$ cat src/rtl/spi_rt_pkg.sv
package spi_rt_pkg;
   typedef enum logic [1:0] {
      PM_SPLIT   = 2'd0,
      PM_SHARE_A = 2'd1,
      PM_SHARE_B = 2'd2,
      PM_SWAP    = 2'd3
   } pin_mode_e;

   typedef struct packed {
      logic val;
      logic oe;
   } pad_drv_t;
endpackage

$ cat src/rtl/sr_cs_line.sv
module sr_cs_line (
   input  logic clk,
   input  logic rst_n,
   input  logic req,
   input  logic pol,
   input  logic off,
   output logic eff,
   output logic pin
);
   assign eff = req & ~off;

   // registered pad level: the polarity and request settle at the edge
   always_ff @(posedge clk or negedge rst_n) begin
      if (!rst_n) pin <= 1'b1;
      else        pin <= pol ? eff : ~eff;
   end
endmodule

$ cat src/rtl/sr_tx_steer.sv
module sr_tx_steer
   import spi_rt_pkg::*;
(
   input  logic      clk,
   input  logic      rst_n,
   input  pin_mode_e mode,
   input  logic      live,
   input  logic      active,
   input  logic      idle_tri,
   input  logic      tx_en,
   input  logic      sdo,
   output pad_drv_t  drv_a,
   output pad_drv_t  drv_b
);
   logic hold_q;
   logic shared;
   logic drv_val;
   logic dual_oe;
   logic one_oe;

   assign shared  = (mode == PM_SHARE_A) || (mode == PM_SHARE_B);
   assign drv_val = active ? sdo : hold_q;
   assign dual_oe = live & (active | ~idle_tri);
   assign one_oe  = dual_oe & tx_en;

   always_ff @(posedge clk or negedge rst_n) begin
      if (!rst_n)
         hold_q <= 1'b0;
      else if (active && (!shared || tx_en))
         hold_q <= sdo;
   end

   always_comb begin
      drv_a = '0;
      drv_b = '0;
      unique case (mode)
         PM_SPLIT:   drv_b = '{val: drv_val, oe: dual_oe};
         PM_SWAP:    drv_a = '{val: drv_val, oe: dual_oe};
         PM_SHARE_A: drv_a = '{val: drv_val, oe: one_oe};
         PM_SHARE_B: drv_b = '{val: drv_val, oe: one_oe};
         default:    ;
      endcase
   end
endmodule

$ cat src/rtl/sr_rx_pick.sv
module sr_rx_pick
   import spi_rt_pkg::*;
(
   input  logic      clk,
   input  logic      rst_n,
   input  pin_mode_e mode,
   input  logic      a_in,
   input  logic      a_oe,
   input  logic      b_in,
   input  logic      b_oe,
   output logic      sdi
);
   logic src_in;
   logic src_oe;

   always_comb begin
      if (mode == PM_SPLIT || mode == PM_SHARE_A) begin
         src_in = a_in;
         src_oe = a_oe;
      end else begin
         src_in = b_in;
         src_oe = b_oe;
      end
   end

   // capture only while the source pad is released
   always_ff @(posedge clk or negedge rst_n) begin
      if (!rst_n)       sdi <= 1'b0;
      else if (!src_oe) sdi <= src_in;
   end
endmodule

$ cat src/rtl/spi_pad_router.sv
module spi_pad_router
   import spi_rt_pkg::*;
#(
   parameter int NUM_CS      = 4,
   parameter int UPPER_FIRST = 2
) (
   input  logic              clk,
   input  logic              rst_n,
   input  logic [1:0]        cfg_pin_mode,
   input  logic              cfg_idle_tri,
   input  logic [NUM_CS-1:0] cfg_cs_pol,
   input  logic              cfg_upper_off,
   input  logic              core_sdo,
   input  logic              core_tx_en,
   input  logic [NUM_CS-1:0] core_cs_req,
   output logic              core_sdi,
   input  logic              dio0_in,
   output logic              dio0_out,
   output logic              dio0_oe,
   input  logic              dio1_in,
   output logic              dio1_out,
   output logic              dio1_oe,
   output logic [NUM_CS-1:0] cs_pin,
   output logic [NUM_CS-1:0] cs_oe
);
   localparam int NUM_UPPER = NUM_CS - UPPER_FIRST;

   generate
      if (NUM_CS < 2 || UPPER_FIRST < 1 || NUM_UPPER < 1) begin : g_bad_cfg
         $error("spi_pad_router: UPPER_FIRST must lie inside 1..NUM_CS-1");
      end
   endgenerate

   pin_mode_e         mode;
   logic              live_q;
   logic [NUM_CS-1:0] eff;
   logic [NUM_CS-1:0] line_off;
   logic              frame_act;
   pad_drv_t          drv_a;
   pad_drv_t          drv_b;

   assign mode = pin_mode_e'(cfg_pin_mode);

   always_ff @(posedge clk or negedge rst_n) begin
      if (!rst_n) live_q <= 1'b0;
      else        live_q <= 1'b1;
   end

   generate
      for (genvar i = 0; i < NUM_CS; i++) begin : g_line
         if (i >= UPPER_FIRST) begin : g_upper
            assign line_off[i] = cfg_upper_off;
         end else begin : g_lower
            assign line_off[i] = 1'b0;
         end
         sr_cs_line u_line (
            .clk (clk),
            .rst_n (rst_n),
            .req (core_cs_req[i]),
            .pol (cfg_cs_pol[i]),
            .off (line_off[i]),
            .eff (eff[i]),
            .pin (cs_pin[i])
         );
      end
   endgenerate

   assign frame_act = |eff;
   assign cs_oe     = {NUM_CS{live_q}};

   sr_tx_steer u_tx (
      .clk      (clk),
      .rst_n    (rst_n),
      .mode     (mode),
      .live     (live_q),
      .active   (frame_act),
      .idle_tri (cfg_idle_tri),
      .tx_en    (core_tx_en),
      .sdo      (core_sdo),
      .drv_a    (drv_a),
      .drv_b    (drv_b)
   );

   assign dio0_out = drv_a.val;
   assign dio0_oe  = drv_a.oe;
   assign dio1_out = drv_b.val;
   assign dio1_oe  = drv_b.oe;

   sr_rx_pick u_rx (
      .clk   (clk),
      .rst_n (rst_n),
      .mode  (mode),
      .a_in  (dio0_in),
      .a_oe  (dio0_oe),
      .b_in  (dio1_in),
      .b_oe  (dio1_oe),
      .sdi   (core_sdi)
   );
endmodule

$ cat config.mk
export PLATFORM = sky130hd
export DESIGN_NAME = spi_pad_router
export DESIGN_NICKNAME = d
export VERILOG_FILES = /design/src/rtl/spi_rt_pkg.sv /design/src/rtl/sr_cs_line.sv /design/src/rtl/sr_tx_steer.sv /design/src/rtl/sr_rx_pick.sv /design/src/rtl/spi_pad_router.sv
export SDC_FILE = /design/constraint.sdc
export NUM_CORES = 1
export LEC_CHECK = 0
export CELL_PAD_IN_SITES_DETAIL_PLACEMENT = 1
export CELL_PAD_IN_SITES_GLOBAL_PLACEMENT = 2
export CORE_ASPECT_RATIO = 0.8
export CORE_MARGIN = 5
export CORE_UTILIZATION = 21
export CTS_CLUSTER_DIAMETER = 150
export DETAILED_ROUTE_END_ITERATION = 16
export PLACE_DENSITY = 0.81
export REMOVE_ABC_BUFFERS = 1
export SLEW_MARGIN = 25
export SYNTH_ARGS = -nofsm -noshare
export SYNTH_HDL_FRONTEND = slang
export SYNTH_SLANG_ARGS = --single-unit
$ cat constraint.sdc
create_clock -name clk -period 2.6 [get_ports clk]
set_input_delay 0.39 -clock clk [delete_from_list [all_inputs] [get_ports clk]]
set_output_delay 0.39 -clock clk [all_outputs]
set_load 0.01 [all_outputs]
### Yosys cells after proc, flatten, opt, wreduce, memory -nomap -nowiden

Cells that the tools add are included.

* latch bits: 0
* input port bits: 18
* register bits: 7
* memory bits (writable): 0
* memory bits (read-only): 0
* logic and storage cells: 37
* memories kept: 0

* equality and inequality tests: 3
* mux-type cells: 9
* div/mod/pow operators: 0
* $mul: 0
* bitwise logic cells: 11
* add/sub/neg operators: 0
* reduce and logical (&&, ||, !) cells: 7
* order comparisons: 0
* shift operators: 0

Operators with widths (number)
* $pmux W2 S2: 2
* $mux W1: 7
* $not A1 Y1: 6
* $and A1 B1 Y1: 4
* $eq A2 B2 Y1 const B: 2
* $reduce_or A4 Y1: 1
* $logic_or A1 B1 Y1: 3
* $eq A2 B1 Y1 const B: 1
* $logic_not A2 Y1: 1
* $logic_and A1 B1 Y1: 1
* $logic_not A1 Y1: 1
* $or A1 B1 Y1: 1

### Longest topological paths before layout

* word-level depth: 8
* mapped depth: 6
* gate-level depth less buffers: 6

### Cells and area by module

From an unflattened synthesis, not the netlist that was laid out.

* cell total of the unflattened synthesis: 45
* area, all modules: 481.7 um^2

By module, submodules not included
* sr_cs_line: times used 4, cells each 3, area an instance 48.8 um^2, seq. area each 26.3 um^2
* sr_tx_steer: times used 1, cells each 21, area an instance 161.4 um^2, seq. area each 25.0 um^2
* spi_pad_router: times used 1, cells each 8, area an instance 70.1 um^2, seq. area each 25.0 um^2
* sr_rx_pick: times used 1, cells each 4, area an instance 55.1 um^2, seq. area each 25.0 um^2

### Worst setup path after synthesis

Ideal clock, no wire load.

* path kind: input to output
* start: in cfg_pin_mode[0]
* end: out dio1_oe
* buffers on the path: 0
* required time: 2.210 ns
* cell stages on the path: 4
* arrival: 1.097 ns
* slack: 1.113 ns
* cells stage by stage: inv_1 ha_1 a21oi_1 a211oi_1

* longest elaborated chain between the ends: 2

RTL lines
* start: declaration: line spi_pad_router.sv:9 `input logic [1:0] cfg_pin_mode,`
* $eq A2 B2 Y1 / $logic_not A2 Y1 (equally long branches): line sr_tx_steer.sv:36 `unique case (mode)`
* $pmux W2 S2 (*): line sr_tx_steer.sv:36
* end: declaration: line spi_pad_router.sv:22 `output logic dio1_oe,`

Mark *: on every way between the ends. The rest lies on a longest branch, timed or not.

### Worst setup path after layout

* start: in cfg_pin_mode[1]
* end: out dio0_oe

* longest elaborated chain between the ends: 2

RTL lines
* $eq A2 B1 Y1 / $eq A2 B2 Y1 (equally long branches): line sr_tx_steer.sv:36
* $pmux W2 S2 (*): line sr_tx_steer.sv:36
* end: declaration: line spi_pad_router.sv:19 `output logic dio0_oe,`

Marked as above.

==> flow_metrics.py <==
metrics = {
    "run_status": {
        "status": "completed",
    },
    "worst_setup_path": {
        "end_kind": "output pin",
        "start_kind": "primary input",
        "cp.arrival_ns": 2.10,
        "path_class": "primary input to output pin",
        "cp_max_fo": 3,
        "worstPathRequired_ns": 2.21,
    },
    "detailed_routing": {
        "routed.top_layer": "met3",
        "wl_met3_um": 105,
        "wl_met1_um": 469,
        "drt_wl_total_um": 1200,
        "viasPerCell": 4.06,
        "wl_per_cell_um": 11.6,
        "first_pass_iters": 2,
        "ant_nets": 0,
        "dr_total_vias": 422,
        "met2_length_um": 626,
        "drtIter0Drc": 7,
        "drc_errors": 0,
    },
    "clocking": {
        "cts.clk_slew.worst_paths_ns": 0.05,
        "cts_root_buffer": "clkbuf_4",
        "cts_inserted_buffers": 3,
        "cts_setup_buffers": 0,
        "cts.sinks": 7,
        "clock_path_buffers": 2,
        "clk_latency_ns": 0.25,
        "cts_tree": "yes",
        "htreeDepth": 1,
    },
    "synthesis": {
        "seq_area_frac_synth": 0.353,
        "synth-seq-cells": 7,
        "synthTopCellsByArea": "dfstp_2 (21%), dfrtp_1 (15%), buf_4 (12%)",
        "ys_warn_count": 0,
        "yosysTopAreaCell": "dfstp_2",
        "synth_cells": 50,
        "synth_cell_types": 20,
        "synth_area_um2": 510,
        "synth_top_cell_area_share": 0.206,
        "syn_avg_cell_area_um2": 10.2,
    },
    "timing": {
        "finalClockSkew_ns": 0.00466,
        "timing.fmax_ghz": 0.402,
        "period_share": 0.957,
        "setup_viol": 0,
        "hold_viol": 0,
        "layout_min_cycle_time_ns": 2.49,
        "fin_tns_setup_ns": 0,
        "slew_violations": 0,
        "rsz0062_at_grt": "true",
        "setup_ws_ns": 0.112,
    },
    "place": {
        "hpwl_um": 1080,
        "place.gp.congestion": 0.803,
        "placed_area_um2": 792,
        "pre_cts_slack_ns": 0.0807,
        "port_buffers": 30,
    },
    "finish": {
        "fin_area_um2": 827,
        "final_nets": 100,
        "area_delta_synth_final_pct": 62.0,
        "drive_above_1_share": 0.169,
        "diodes": 0,
        "num-fill-cells": 282,
    },
    "global_route": {
        "grt_pass1_vias": 459,
        "overflow": 0,
        "gr-usage-all-layers": 0.0739,
        "antenna_found_initial": 0,
        "grt_pass1_wl_um": 1900,
        "grt_max_degree": 8,
    },
    "floorplanning": {
        "rows": 16,
        "start_util": 0.214,
        "die_w_um": 65.1,
        "dieArea_mm2": 0.00352,
        "fp.dieH_um": 54.1,
        "io_pins": 31,
        "coreArea_mm2": 0.00238,
    },
    "pwr": {
        "pwr_density_cell_mw_per_mm2": 409,
        "vdd.ir_drop.worst_v": 0.000182,
        "p_total_mw": 0.338,
        "p_leak_nw": 0.343,
    },
    "worst_hold_path": {
        "worstHoldPathType": "primary input to async pin",
    },
    "flow_run": {
        "cap_viol_max_count": 0,
    },
}
[synth_stat cells, drive strengths merged]
master and n:
o21bai 1, ha 4, nand3b 2, or3b 1, mux2i 1, dfrtp 3, nand3 1, buf 8
nor3b 2, a21oi 3, dfstp 4, inv 4, a211oi 2, nor2b 2, mux2 1, conb 1
nor2 5, nand4 1, xnor2 4
[layer usage]
metal,up-vias,track usage
li1,209,-
met1,198,0.0753
met3,0,0.0543
met2,15,0.132
met5,-,0
met4,0,0
[where the power goes]
group / switching, mW / total [mW] / internal, mW
logic: 0.0414 / 0.110 / 0.0686
registers: 0.00501 / 0.130 / 0.125
clock network: 0.0395 / 0.0980 / 0.0585
total: 0.0860 / 0.338 / 0.252
[final timing paths]
kind / start / to / slack [ns] / cells after the start
worst min register to register: u_tx.hold_q / u_tx.hold_q / 0.51 / 1
worst max-delay path: cfg_pin_mode[1] / dio0_oe / 0.11 / 6
min in group clk: u_tx.hold_q / u_tx.hold_q / 0.51 / 1
max in group asynchronous: rst_n / g_line[3].u_line.pin / 1.90 / 1
worst min-delay path: rst_n / live_q / 0.41 / 1
worst max register to register: live_q / u_rx.sdi / 1.38 / 5
[state kept, by name, indices dropped and copies added, names as in the netlist]
register and cells:
g_line.u_line.pin 4, live_q 1, u_rx.sdi 1, u_tx.hold_q 1
[critical path: stages]
cell             delay (ns)
clkdlybuf4s50_1        0.45
inv_1                  0.10
ha_1                   0.19
a21oi_1                0.09
a211oi_2               0.27
clkdlybuf4s50_1        0.60
[layout by cell type, fill, tap and decap left out, drive strengths merged, types with 3 or more instances in the layout]
| cell | instances |
|---|---|
| ha | 4 |
| clkbuf | 4 |
| dfrtp | 3 |
| nor2 | 5 |
| dfstp | 4 |
| clkdlybuf4s50 | 29 |
| a21oi | 3 |
| inv | 4 |
| xnor2 | 4 |
[per-stage QoR]
stage	std cells	utilization	hold slack (ns)
global placement	100	0.332	0.493
CTS	104	0.343	0.410
finish	104	0.347	0.406
detailed placement	100	0.332	0.501
floorplan	42	-	0.0944
global route	104	0.347	0.427
[what timing repair did]
item                                   in CTS  in global routing
setup endpoints to repair                   0                  3
gates resized for setup                     0                  2
endpoints found under the hold margin       0                  0
hold buffers                                0                  0
[logic make-up (layout without fill, tap and decap cells)]
logic type | count (synthesis) | after routing | synth area share
AO/OA/AOI/OAI | 6 | 6 | 0.105
XOR/XNOR | 4 | 4 | 0.0686
adder cells (fa/ha/maj) | 4 | 4 | 0.0980
buffers and inverters | 12 | 39 | 0.147
flip-flops | 7 | 7 | 0.353
multiplexers | 2 | 2 | 0.0417
other | 1 | 1 | 0.00735
AND/OR/NAND/NOR | 14 | 14 | 0.179
[final cells by class]
class	count	area, um^2	area share
Sequential cell	7	180	0.218
Tap cell	27	33.8	0.0408
Inverter	4	15.0	0.0182
Timing Repair Buffer	31	310	0.375
Multi-Input combinational cell	31	262	0.316
Clock buffer	4	26.3	0.0318
(Power assumes the default switching activity.)
